**src/rtl/paged_dma_addr_gen.sv**
```systemverilog
module paged_dma_addr_gen #(
  parameter int PAGE_W = 8,
  parameter int OFF_W  = 16
) (
  input  logic                    clk,
  input  logic                    rst_n,
  input  logic                    wr_en,
  input  logic [1:0]              wr_sel,
  input  logic [OFF_W/2-1:0]      wr_data,
  input  logic                    ptr_clr,
  input  logic                    word_mode,
  input  logic                    xfer_req,
  output logic                    xfer_ack,
  output logic                    tc,
  output logic [PAGE_W+OFF_W-1:0] phys_addr
);
  localparam int ADDR_W = PAGE_W + OFF_W;
  localparam int HALF   = OFF_W / 2;
  localparam logic [1:0] SEL_PAGE = 2'd0;
  localparam logic [1:0] SEL_OFF  = 2'd1;
  localparam logic [1:0] SEL_CNT  = 2'd2;

  logic [PAGE_W-1:0] page_q;
  logic [OFF_W-1:0]  off_q, cnt_q, off_step, cnt_step;
  logic              hi_q, armed_q, ack_q, tc_q;
  logic [ADDR_W-1:0] addr_q, addr_form;

  wire wr_page = wr_en && (wr_sel == SEL_PAGE);
  wire wr_off  = wr_en && (wr_sel == SEL_OFF);
  wire wr_cnt  = wr_en && (wr_sel == SEL_CNT);
  wire eff_hi  = hi_q & ~ptr_clr;
  wire accept  = xfer_req & armed_q & ~ack_q;

  function automatic logic [OFF_W-1:0] put_byte(input logic [OFF_W-1:0] v,
                                                input logic hi,
                                                input logic [HALF-1:0] b);
    logic [OFF_W-1:0] r;
    r = v;
    if (hi) r[OFF_W-1:HALF] = b;
    else    r[HALF-1:0]     = b;
    return r;
  endfunction

  assign off_step  = ack_q ? off_q + 1'b1 : off_q;
  assign cnt_step  = ack_q ? cnt_q - 1'b1 : cnt_q;
  assign addr_form = word_mode ? {page_q[PAGE_W-2:0], off_q, 1'b0}
                               : {page_q, off_q};

  always_ff @(posedge clk or negedge rst_n) begin
    if (!rst_n) begin
      page_q  <= '0;
      off_q   <= '0;
      cnt_q   <= '0;
      hi_q    <= 1'b0;
      armed_q <= 1'b0;
      ack_q   <= 1'b0;
      tc_q    <= 1'b0;
      addr_q  <= '0;
    end else begin
      if (wr_page) page_q <= wr_data[PAGE_W-1:0];
      off_q <= wr_off ? put_byte(off_step, eff_hi, wr_data) : off_step;
      cnt_q <= wr_cnt ? put_byte(cnt_step, eff_hi, wr_data) : cnt_step;
      hi_q  <= (wr_off | wr_cnt) ? ~eff_hi : eff_hi;
      if (wr_cnt && eff_hi)  armed_q <= 1'b1;
      else if (ack_q && tc_q) armed_q <= 1'b0;
      ack_q <= accept;
      tc_q  <= accept && (cnt_q == '0);
      if (accept) addr_q <= addr_form;
    end
  end

  assign xfer_ack  = ack_q;
  assign tc        = tc_q;
  assign phys_addr = addr_q;
endmodule


```
**config.mk**
```make
export PLATFORM = sky130hd
export DESIGN_NAME = paged_dma_addr_gen
export DESIGN_NICKNAME = d
export VERILOG_FILES = /design/src/rtl/paged_dma_addr_gen.sv
export SDC_FILE = /design/constraint.sdc
export NUM_CORES = 1
export LEC_CHECK = 0
export ABC_AREA = 1
export BUFFER_PORTS_ARGS = -buffer_cell sky130_fd_sc_hd__buf_2
export CAP_MARGIN = 20
export CORE_MARGIN = 3
export CORE_UTILIZATION = 32
export CTS_CLUSTER_SIZE = 25
export DETAILED_ROUTE_END_ITERATION = 6
export SLEW_MARGIN = 10
export SYNTH_ARGS = -nofsm -noshare
export SYNTH_HDL_FRONTEND = slang
export SYNTH_SLANG_ARGS = --single-unit
```
**constraint.sdc**
```tcl
create_clock -name clk -period 1.5 [get_ports clk]
set_input_delay 0.3 -clock clk [delete_from_list [all_inputs] [get_ports clk]]
set_output_delay 0.3 -clock clk [all_outputs]
set_load 0.02 [all_outputs]
```
# == Word-level counts from Yosys, hierarchy flattened ==
# Index checks and enable logic that the tools add are counted.
# totals
out_inout_bits,26
wordCells,40
reg_bits,68
input_bits,16
# op_classes
n_reduce_logical,9
add_sub_neg,2
n_bitwise,7
muxes,12
n_eq_ne,2
# ops
op,count
$mux W16,4
$mux W8,4
$mux W24,1
$add A16 B1 Y16 const B,1
$logic_not A16 Y1,1
$sub A16 B1 Y16 const B,1
$logic_and A1 B1 Y1,6
$and A1 B1 Y1,3
$mux W1,3
$not A1 Y1,3
$eq A2 B1 Y1 const B,1
$eq A2 B2 Y1 const B,1
$logic_not A2 Y1,1
$reduce_bool A2 Y1,1
$or A1 B1 Y1,1

# == Depth between registers and ports, before layout ==
# depth
depth_word,4
depth_mapped,9
ltp_nobuf,9

# == Least setup slack after synthesis ==
# Ideal clock, no wire load.
# synth_timing
path_type,register to register
from,reg cnt_q[0]
to,reg cnt_q[10]
n_path_buf,0
period_less_slack_ps,1402
slack_ps,98
setup_ps,113
arrival_ps,1289
stages_incl_launch_ff,10
path_cell_list,dfrtp_1 inv_1 ha_1 nand3_1 nor2_1 nand3_1 nand2_1 nand3_1 nand2_1 inv_1
# synth_via
elab_chain_cells,4
# synth_lines
element,line,text
from (decl),24,"logic [OFF_W-1:0] off_q, cnt_q, off_step, cnt_step;"
from (signal assigned),62,"cnt_q <= wr_cnt ? put_byte(cnt_step, eff_hi, wr_data) : cnt_step;"
$sub A16 B1 Y16 (*),45,assign cnt_step = ack_q ? cnt_q - 1'b1 : cnt_q;
$mux W16 (*),45,
$mux W8,39,if (hi) r[OFF_W-1:HALF] = b;
$mux W16 (*),62,
# Every way passes the cells marked *; elsewhere a longest branch is shown, timed or not.
# A chain may end at the register's enable or synchronous reset.

# == Final worst setup path ==
# layout_timing
from,reg ack_q (netlist: xfer_ack)
to,out xfer_ack
# layout_lines
element,line,text
from (decl),25,"logic hi_q, armed_q, ack_q, tc_q;"
from (signal assigned),66,ack_q <= accept;
to (decl),13,"output logic xfer_ack,"
# No word-level cell between the ends.

==> reports/summary.txt <==
drt pass-1 iters: 7
clock-pin slew on the worst setup and hold paths: 70 ps
antenna cell count: 0
area leader, netlist: dfrtp_1
initial core utilization: 33.2%
initial antenna violation count: 0
vias in the first global route: 2853
Final Worst Setup Slack: 68.8 ps
Chip Height: 110 um
pin count of the biggest net entering global routing: 69
DR WL met2: 4.00 mm
combinational share of power: 31.3%
nets: 531
IO Pins: 42
routed len/inst: 13.4 um
CTS H-tree depth: 3
WP data required: 1200 ps
CP Max Fanout: 6
PD cells: 1520 nW/um^2
hpwl dp: 6.26 mm
CTS tree: built
CP Data Arrival Time: 1130 ps
post-place setup slack: -22.3 ps
worst skew pair latency: 350 ps
register area share after synthesis: 48.9%
Final Max Slew Viols: 0
Final Instance Count excl. Fillers: 654
Synth area leaders: dfrtp_1 (49%), nand2_1 (14%), nor2_1 (7.9%), a31oi_1 (4.9%), inv_1 (3.8%)
# DRC: 0
total grt overflow: 0
max cap viols: 0
routed via count: 3129
die footprint: 12200 sq um
Synth cell types: 30
# clock sinks: 68
fin crit share: 95.4%
first-pass GRT wire length: 14.2 mm
die width: 110 um
Rows: 37
Global Route Usage Sum: 15.2%
startpoint class of the critical path: register
Post-Route WL: 8.77 mm
wire length on met3: 404 um
highest metal used: met4
Yosys Warn Count: 0
Placed Area: 3940 sq um
Net Switching: 2.50 mW
Sequential Power Share: 44.8%
ANT nets after route: 0
met1 WL: 4.23 mm
flops & latches, synth: 68
Crit Path Class: register to output pin
cell area after layout: 4220 sq um
final hold slack: 201 ps
total power: 6.42 mW
CTS Buf Count: 9
drt initial violations: 196
Pleak: 1.99 nW
Crit. End Element: output pin
Clock Skews: 12.7 ps
Mapped Area: 3480 sq um
Max clock buf depth: 2
Min-Delay Path Class: primary input to register
setup TNS: 0 ps
Cells after Synth: 457
Max Clock Freq: 699 MHz
Inst Count DP: 635
VDD IR max: 0.502 mV
Layout area overhead: 21.2%
clock root cell: clkbuf_8
min cycle time layout: 1430 ps
Int Pwr: 3.91 mW
final core occ: 40.3%
IO Port Bufs: 41
sw frac: 39.0%
vias per cell: 4.78
share of layout cells above drive strength 1: 20.3%
GP Congestion: 0.827
CORE AREA: 10500 sq um
Hold Fails Final Rpt: 0
slew of the pin with the lowest slew margin: 373 ps
Relative slew margins: 75.1%
syn_nets: 475
status: completed
endpoints failing setup: 0
mean post-synth cell area: 7.61 sq um
Yosys top cell area share: 48.9%
clock power share: 23.9%
[area by class of cell]
cell class / count / area (sq um)
clock buffers: 9 / 124
clock inverters: 7 / 75.1
fillers: 1113 / 6250
inverters: 40 / 150
multi-input cells: 333 / 1610
flip-flops and latches: 68 / 1700
well taps: 136 / 170
repair buffers: 61 / 383
[path summary, 6_finish.rpt]
path	startpoint	end	depth (start not counted)	slack (ps)
max	xfer_ack	xfer_ack	2	70
min	wr_data[2]	cnt_q[2]	3	200
max reg2reg	cnt_q[0]	cnt_q[14]	9	80
min reg2reg	armed_q	armed_q	2	490
max in group asynchronous	rst_n	off_q[2]	3	690
min in group asynchronous	rst_n	phys_addr[8]	3	500
[worst max-delay path: stages (launching register included)]
cell	delay (ps)
dfrtp_2	460
buf_4	180
buf_2	160
[power groups by stage]
stage / logic (mW) / clock network [mW] / registers, mW
final: 2.01 / 1.54 / 2.87
after global routing: 2.29 / 1.66 / 2.96
after CTS: 1.94 / 1.59 / 2.85
after detailed placement: 1.93 / 0 / 2.88
after global placement: 1.88 / 0 / 2.86
after floorplan: 1.13 / 0 / 2.97
[sequential cells by signal (all words and copies together) (netlist names)]
name / count
off_q: 16
xfer_ack: 1
hi_q: 1
page_q: 8
armed_q: 1
cnt_q: 16
phys_addr: 24
tc: 1
[Yosys cell counts (all sizes together)]
| master | instances |
|---|---|
| a21oi | 20 |
| a31oi | 27 |
| buf | 8 |
| clkbuf | 8 |
| clkinv | 1 |
| dfrtp | 68 |
| ha | 2 |
| inv | 39 |
| mux2 | 3 |
| nand2 | 132 |
| nand3 | 25 |
| nand3b | 1 |
| nand4 | 8 |
| nor2 | 80 |
| nor4 | 1 |
| o211ai | 1 |
| o21ai | 18 |
| o21bai | 2 |
| o22ai | 1 |
| or2 | 2 |
| xnor2 | 2 |
| xor2 | 8 |
[layout by cell type, fill, tap and decap left out, drive strengths merged, types with 2 or more instances in the layout]
cell type / n
mux2: 3
clkbuf: 9
xnor2: 2
ha: 2
nand3: 25
dfrtp: 68
xor2: 8
a21oi: 20
nand4: 8
o21ai: 18
or2: 2
o21bai: 2
clkinv: 6
a31oi: 27
nand2: 132
buf: 60
nor2: 80
inv: 40
[logic make-up after synthesis]
group                    count (synthesis)  synth area share [%]
AO/OA/AOI/OAI                           69                  11.2
AND/OR/NAND/NOR                        249                  29.3
buffers and inverters                   56                  6.37
flip-flops                              68                  48.9
multiplexers                             3                 0.972
XOR/XNOR                                10                  2.52
adder cells (fa/ha/maj)                  2                 0.720
[routing by layer]
metal,global-route usage (%),vias to the layer above
li1,-,1595
met1,20.7,1448
met2,24.2,75
met3,3.03,11
met4,5.01,0
met5,0,-
[what timing repair did]
action / in CTS / in global routing
buffers inserted: 0 / 2
endpoints found under the hold margin: 68 / 0
gates resized for setup: 0 / 18
endpoints found under the setup margin: 0 / 22
hold buffers: 1 / 0
Note: power is estimated with default switching activity, not from simulation.
